## config.mk

```make
export PLATFORM = sky130hd
export DESIGN_NAME = layer_compositor
export DESIGN_NICKNAME = d
export VERILOG_FILES = /design/src/rtl/compositor_pkg.sv /design/src/rtl/layer_cover.sv /design/src/rtl/pipe_select.sv /design/src/rtl/rgb_blend.sv /design/src/rtl/layer_compositor.sv
export SDC_FILE = /design/constraint.sdc
export NUM_CORES = 2
export LEC_CHECK = 0
export ABC_AREA = 1
export BUFFER_PORTS_ARGS = -buffer_cell sky130_fd_sc_hd__clkbuf_2
export CAP_MARGIN = 30
export CORE_ASPECT_RATIO = 0.9
export CORE_MARGIN = 2
export CORE_UTILIZATION = 53
export CTS_CLUSTER_DIAMETER = 120
export DETAILED_ROUTE_END_ITERATION = 12
export PLACE_DENSITY_LB_ADDON = 0.3
export SLEW_MARGIN = 25
export SYNTH_ARGS = -nofsm -noshare
export SYNTH_HDL_FRONTEND = slang
export SYNTH_HIERARCHICAL = 1
export SYNTH_SLANG_ARGS = --single-unit
```

## constraint.sdc

```tcl
create_clock -name clk -period 28.2 [get_ports clk]
set_input_delay 2.82 -clock clk [delete_from_list [all_inputs] [get_ports clk]]
set_output_delay 2.82 -clock clk [all_outputs]
set_load 0.02 [all_outputs]
```

## src/rtl/compositor_pkg.sv

```systemverilog
// Shared types and arithmetic helpers for the two-pipe compositor.
// Assumes 8-bit channels and alpha; all divisions are by the constant 255.
package compositor_pkg;

    typedef struct packed {
        logic [7:0]  a;
        logic [23:0] rgb;
    } argb_t;

    // Rounded product of two 8-bit fractions of 255.
    function automatic logic [7:0] scale_alpha(input logic [7:0] pa, input logic [7:0] ga);
        logic [15:0] s;
        s = {8'd0, pa} * {8'd0, ga} + 16'd127;
        return 8'(s / 16'd255);
    endfunction

    // One channel of top-over-bottom blending with rounding.
    function automatic logic [7:0] mix8(input logic [7:0] a, input logic [7:0] top,
                                        input logic [7:0] bot);
        logic [15:0] s;
        s = {8'd0, a} * {8'd0, top} + {8'd0, 8'd255 - a} * {8'd0, bot} + 16'd127;
        return 8'(s / 16'd255);
    endfunction

endpackage

```

## src/rtl/layer_cover.sv

```systemverilog
// Decides whether one layer covers the current coordinate and forms its
// effective alpha. Assumes the rectangle edge sums fit in CW+1 bits.
module layer_cover
    import compositor_pkg::*;
#(
    parameter int CW = 11
) (
    input  logic          en,
    input  logic [CW-1:0] px_x,
    input  logic [CW-1:0] px_y,
    input  logic [CW-1:0] lx,
    input  logic [CW-1:0] ly,
    input  logic [CW-1:0] lw,
    input  logic [CW-1:0] lh,
    input  logic [31:0]   argb_in,
    input  logic [7:0]    galpha,
    input  logic          galpha_en,
    output logic          hit,
    output argb_t         eff
);
    logic [CW:0] x_end, y_end;

    // Rectangle membership test, right and bottom edges exclusive.
    always_comb begin
        x_end = {1'b0, lx} + {1'b0, lw};
        y_end = {1'b0, ly} + {1'b0, lh};
        hit   = en && (px_x >= lx) && ({1'b0, px_x} < x_end)
                   && (px_y >= ly) && ({1'b0, px_y} < y_end);
    end

    // Effective alpha: global alpha scales pixel alpha when enabled.
    always_comb begin
        eff.rgb = argb_in[23:0];
        eff.a   = galpha_en ? scale_alpha(argb_in[31:24], galpha) : argb_in[31:24];
    end
endmodule

```

## src/rtl/pipe_select.sv

```systemverilog
// Picks, for one pipe, the covering layer with the greatest priority.
// Ties go to the lower layer index. No blending between layers.
module pipe_select #(
    parameter int NL      = 4,
    parameter int PW      = 2,
    parameter bit PIPE_ID = 1'b0
) (
    input  logic [NL-1:0]    hit,
    input  logic [NL-1:0]    pipe_sel,
    input  logic [NL*PW-1:0] prio,
    input  logic [NL*32-1:0] px,
    output logic             found,
    output logic [31:0]      pix,
    output logic [PW-1:0]    win_prio
);
    // Priority scan; strict greater-than keeps the earliest on ties.
    always_comb begin
        found    = 1'b0;
        pix      = '0;
        win_prio = '0;
        for (int i = 0; i < NL; i++) begin
            if (hit[i] && (pipe_sel[i] == PIPE_ID) &&
                (!found || (prio[i*PW +: PW] > win_prio))) begin
                found    = 1'b1;
                pix      = px[i*32 +: 32];
                win_prio = prio[i*PW +: PW];
            end
        end
    end
endmodule

```

## src/rtl/rgb_blend.sv

```systemverilog
// Blends a 24-bit top colour over a 24-bit bottom colour with one alpha.
module rgb_blend
    import compositor_pkg::*;
#(
    parameter int NCH = 3
) (
    input  logic [7:0]       alpha,
    input  logic [NCH*8-1:0] top,
    input  logic [NCH*8-1:0] bot,
    output logic [NCH*8-1:0] mixed
);
    for (genvar c = 0; c < NCH; c++) begin : g_ch
        // Per-channel rounded mix.
        always_comb mixed[c*8 +: 8] = mix8(alpha, top[c*8 +: 8], bot[c*8 +: 8]);
    end
endmodule

```

## src/rtl/layer_compositor.sv

```systemverilog
// Two-stage compositor: per-pipe priority selection, then pipe 0 over the
// background and pipe 1 over that. Two-edge latency, output held between
// valid pixels. Assumes layer pixels are already decoded to ARGB8888.
module layer_compositor
    import compositor_pkg::*;
#(
    parameter int NL = 4,
    parameter int CW = 11
) (
    input  logic             clk,
    input  logic             rst_n,
    input  logic             px_valid,
    input  logic [CW-1:0]    px_x,
    input  logic [CW-1:0]    px_y,
    input  logic [CW-1:0]    disp_w,
    input  logic [CW-1:0]    disp_h,
    input  logic [23:0]      bg_rgb,
    input  logic             quirk_en,
    input  logic [NL-1:0]    lay_en,
    input  logic [NL*CW-1:0] lay_x,
    input  logic [NL*CW-1:0] lay_y,
    input  logic [NL*CW-1:0] lay_w,
    input  logic [NL*CW-1:0] lay_h,
    input  logic [NL-1:0]    lay_pipe,
    input  logic [NL*2-1:0]  lay_prio,
    input  logic [NL*8-1:0]  lay_galpha,
    input  logic [NL-1:0]    lay_galpha_en,
    input  logic [NL*32-1:0] lay_argb,
    output logic             out_valid,
    output logic [23:0]      out_rgb
);
    localparam int PW     = 2;
    localparam int NPIPES = 2;

    logic              in_disp;
    logic [NL-1:0]     hit_raw, hit;
    logic [NL*32-1:0]  eff_flat;
    logic [NPIPES-1:0] found;
    logic [31:0]       pipe_pix [NPIPES];
    logic [PW-1:0]     pipe_prio[NPIPES];
    logic [7:0]        a0, a1;
    logic [23:0]       c0, final_rgb;
    logic              s1_valid;
    logic [23:0]       s1_c0, s1_top;
    logic [7:0]        s1_a1;

    // Coordinates off the active display see no layer at all.
    always_comb begin
        in_disp = (px_x < disp_w) && (px_y < disp_h);
        hit     = hit_raw & {NL{in_disp}};
    end

    for (genvar g = 0; g < NL; g++) begin : g_lay
        argb_t eff;
        layer_cover #(.CW(CW)) u_cover (
            .en        (lay_en[g]),
            .px_x      (px_x),
            .px_y      (px_y),
            .lx        (lay_x[g*CW +: CW]),
            .ly        (lay_y[g*CW +: CW]),
            .lw        (lay_w[g*CW +: CW]),
            .lh        (lay_h[g*CW +: CW]),
            .argb_in   (lay_argb[g*32 +: 32]),
            .galpha    (lay_galpha[g*8 +: 8]),
            .galpha_en (lay_galpha_en[g]),
            .hit       (hit_raw[g]),
            .eff       (eff)
        );
        assign eff_flat[g*32 +: 32] = eff;
    end

    for (genvar p = 0; p < NPIPES; p++) begin : g_pipe
        pipe_select #(.NL(NL), .PW(PW), .PIPE_ID(p[0])) u_sel (
            .hit      (hit),
            .pipe_sel (lay_pipe),
            .prio     (lay_prio),
            .px       (eff_flat),
            .found    (found[p]),
            .pix      (pipe_pix[p]),
            .win_prio (pipe_prio[p])
        );
    end

    // Pipe alphas: empty pipe is transparent; defect mode drops a
    // translucent lowest-slot pixel from pipe 0.
    always_comb begin
        a0 = found[0] ? pipe_pix[0][31:24] : 8'd0;
        if (quirk_en && found[0] && (pipe_prio[0] == '0) && (pipe_pix[0][31:24] != 8'hFF))
            a0 = 8'd0;
        a1 = found[1] ? pipe_pix[1][31:24] : 8'd0;
    end

    rgb_blend u_blend0 (.alpha(a0), .top(pipe_pix[0][23:0]), .bot(bg_rgb), .mixed(c0));

    // Stage 1 register: pipe 0 over background, pipe 1 operands.
    always_ff @(posedge clk) begin
        if (!rst_n) begin
            s1_valid <= 1'b0;
            s1_c0    <= '0;
            s1_top   <= '0;
            s1_a1    <= '0;
        end else begin
            s1_valid <= px_valid;
            if (px_valid) begin
                s1_c0  <= c0;
                s1_top <= pipe_pix[1][23:0];
                s1_a1  <= a1;
            end
        end
    end

    rgb_blend u_blend1 (.alpha(s1_a1), .top(s1_top), .bot(s1_c0), .mixed(final_rgb));

    // Stage 2 register: final colour, held while no pixel arrives.
    always_ff @(posedge clk) begin
        if (!rst_n) begin
            out_valid <= 1'b0;
            out_rgb   <= '0;
        end else begin
            out_valid <= s1_valid;
            if (s1_valid) out_rgb <= final_rgb;
        end
    end
endmodule

```

==> metrics.md <==
| Metric | Value |
|---|---|
| Crit Path Category | `in -> reg` |
| Endpoints failing setup | `0` |
| Reg2reg path depth | `62` |
| Clk pin slew, worst setup/hold paths | `80 ps` |
| Post_cts resized | `0` |
| Layout cells sized above 1 | `11.6%` |
| Vias in the first global route | `68.9k` |
| Crit. path cell count | `118` |
| Ys Warns | `6` |
| Crit path time final | `23380 ps` |
| Slew @ Worst Pin | `1060 ps` |
| GR met2 Demand/Resource | `48.1%` |
| Latest clock arrival within the worst-skew pair | `400 ps` |
| Met3 Use GR | `4.05%` |
| Die area | `0.140 sq mm` |
| CTS sink count | `82` |
| WP buf/inv | `16` |
| R2R Path End | `out_rgb[16]` |
| Die H | `355 um` |
| Max_slew headroom | `28.8%` |
| First drt pass iteration count | `6` |
| First-pass GRT wire length | `342 mm` |
| Commonest non-fill, non-tap cell in the layout | `nand2_1` |
| Number of CTS-inserted buffers | `9` |
| Syn nets | `13.5k` |
| Vias | `70.2k` |
| Crit path DAT | `23660 ps` |
| Worst-path maximum fanout | `42` |
| # hold bufs at CTS | `0` |
| Postcts setup bufs | `0` |
| CTS H-tree lvls | `3` |
| Max-slew violations | `0` |
| Hold path cells | `2` |
| Synthesized area | `0.0725 sq mm` |
| Peak Freq | `0.0428 GHz` |
| Cell count after synthesis | `11.5k` |
| Post-DP HPWL | `175 mm` |
| Max-Cap Viols | `0` |
| Port bufs | `452` |
| M1 GR Usage | `40.0%` |
| Setup TNS | `0 ps` |
| Hold worst-path end | `s1_a1[5]` |
| Total grt overflow | `0` |
| Initial Util | `53.5%` |
| Avg Vias per Cell | `5.20` |
| Post-route ant nets | `0` |
| Core box area | `0.136 sq mm` |
| Crit-path max cell delay | `560 ps` |
| Critical Path Slowest Stage Cell | `nand2_2` |
| Avg WL per Cell | `15.2 um` |
| Worst Setup Start Kind | `input pin` |
| Total wire length | `205 mm` |
| Mean Syn Cell Area | `6.30 sq um` |
| RR Startpoint | `s1_a1[5]` |
| CTS tree | `done` |
| DRC | `0` |
| Worst R2R Setup Slack | `16990 ps` |
| Busiest grt layer | `met2` |
| Largest net degree at the start of global routing | `76` |
| Delay-heaviest family, CP | `simple AND/OR/NAND/NOR gates` |
| Data required, critical path | `28480 ps` |
| Commonest non-fill, non-tap cells in the layout | `nand2_1 (3109), inv_1 (2549), nor2_1 (922), nand3_1 (801), fa_1 (794)` |
| # IOs | `453` |
| Status | `finished, final reports clean` |
| Clk root buf | `clkbuf_16` |
| Final #Nets | `13.6k` |
| Worst setup EP type | `flip-flop` |
| Clk_skew | `18.3 ps` |
| Endpoints failing hold | `0` |
| Most frequent CP cell | `nand2_1` |
| RePlAce Congestion | `0.994` |
| Overall Global Routing Usage | `29.3%` |
| Final period util | `82.9%` |
| Die width | `394 um` |
| Min-delay src | `s1_a1[5]` |
| Core Rows | `128` |
| Layout area overhead | `4.32%` |
| Clk buf depth | `2` |
| Initial antenna violation count | `42` |
| Worst Hold Class | `reg -> reg` |
| Drt first-iter violations | `4868` |
| RSZ-0062 raised after global routing | `no` |
sequential cells by signal, indices dropped and copies added (netlist names):
signal	flops
s1_a1	8
s1_valid	1
s1_c0	24
out_valid	1
out_rgb	24
s1_top	24
per-layer routing:
metal	up-vias	wire length [um]
met4	6	5850
met1	32600	93200
met3	308	14300
li1	35100	-
met5	-	40
met2	2187	91900
how the worst max path moves through the flow:
stage / startpoint / end / slack (ps)
final: lay_x[0] / s1_c0[16] / 4820
after global routing: lay_argb[56] / s1_c0[16] / 3030
after CTS: lay_argb[56] / s1_c0[16] / 5140
after detailed placement: lay_argb[56] / s1_c0[16] / 4750
after global placement: lay_x[0] / s1_c0[16] / 5110
after floorplan: lay_argb[57] / s1_c0[16] / 7790
worst min-delay path, delay by kind of cell (launching register included):
family / cells / cell delay, ps
flops: 1 / 320
compound gates: 1 / 50
simple gates: 1 / 60
through the flow:
stage / worst slack, ps / utilization [%] / instances / instance area, sq um / hold WS (ps)
2_1_floorplan: 7790 / - / 11500 / 72500 / 442
3_3_place_gp: 5110 / 55.5 / 13400 / 75300 / 455
3_5_place_dp: 4750 / 55.5 / 13400 / 75300 / 458
4_1_cts: 5140 / 55.7 / 13500 / 75600 / 470
5_1_grt: 3030 / 55.8 / 13500 / 75700 / 518
6_report: 4820 / 55.8 / 13500 / 75700 / 469
layout make-up:
type                            instances  area, sq um
Antenna cell                           25         62.6
Clock buffer                            9          225
Clock inverter                          7         76.3
Fill cell                           13500        60000
Inverter                             2696        10100
Multi-Input combinational cell       8372        58800
Sequential cell                        82         1640
Tap cell                             1820         2280
Timing Repair Buffer                  478         2460
Power is not shown: default switching activity piles up to over one toggle a cycle in this logic, so the estimate is an artifact.
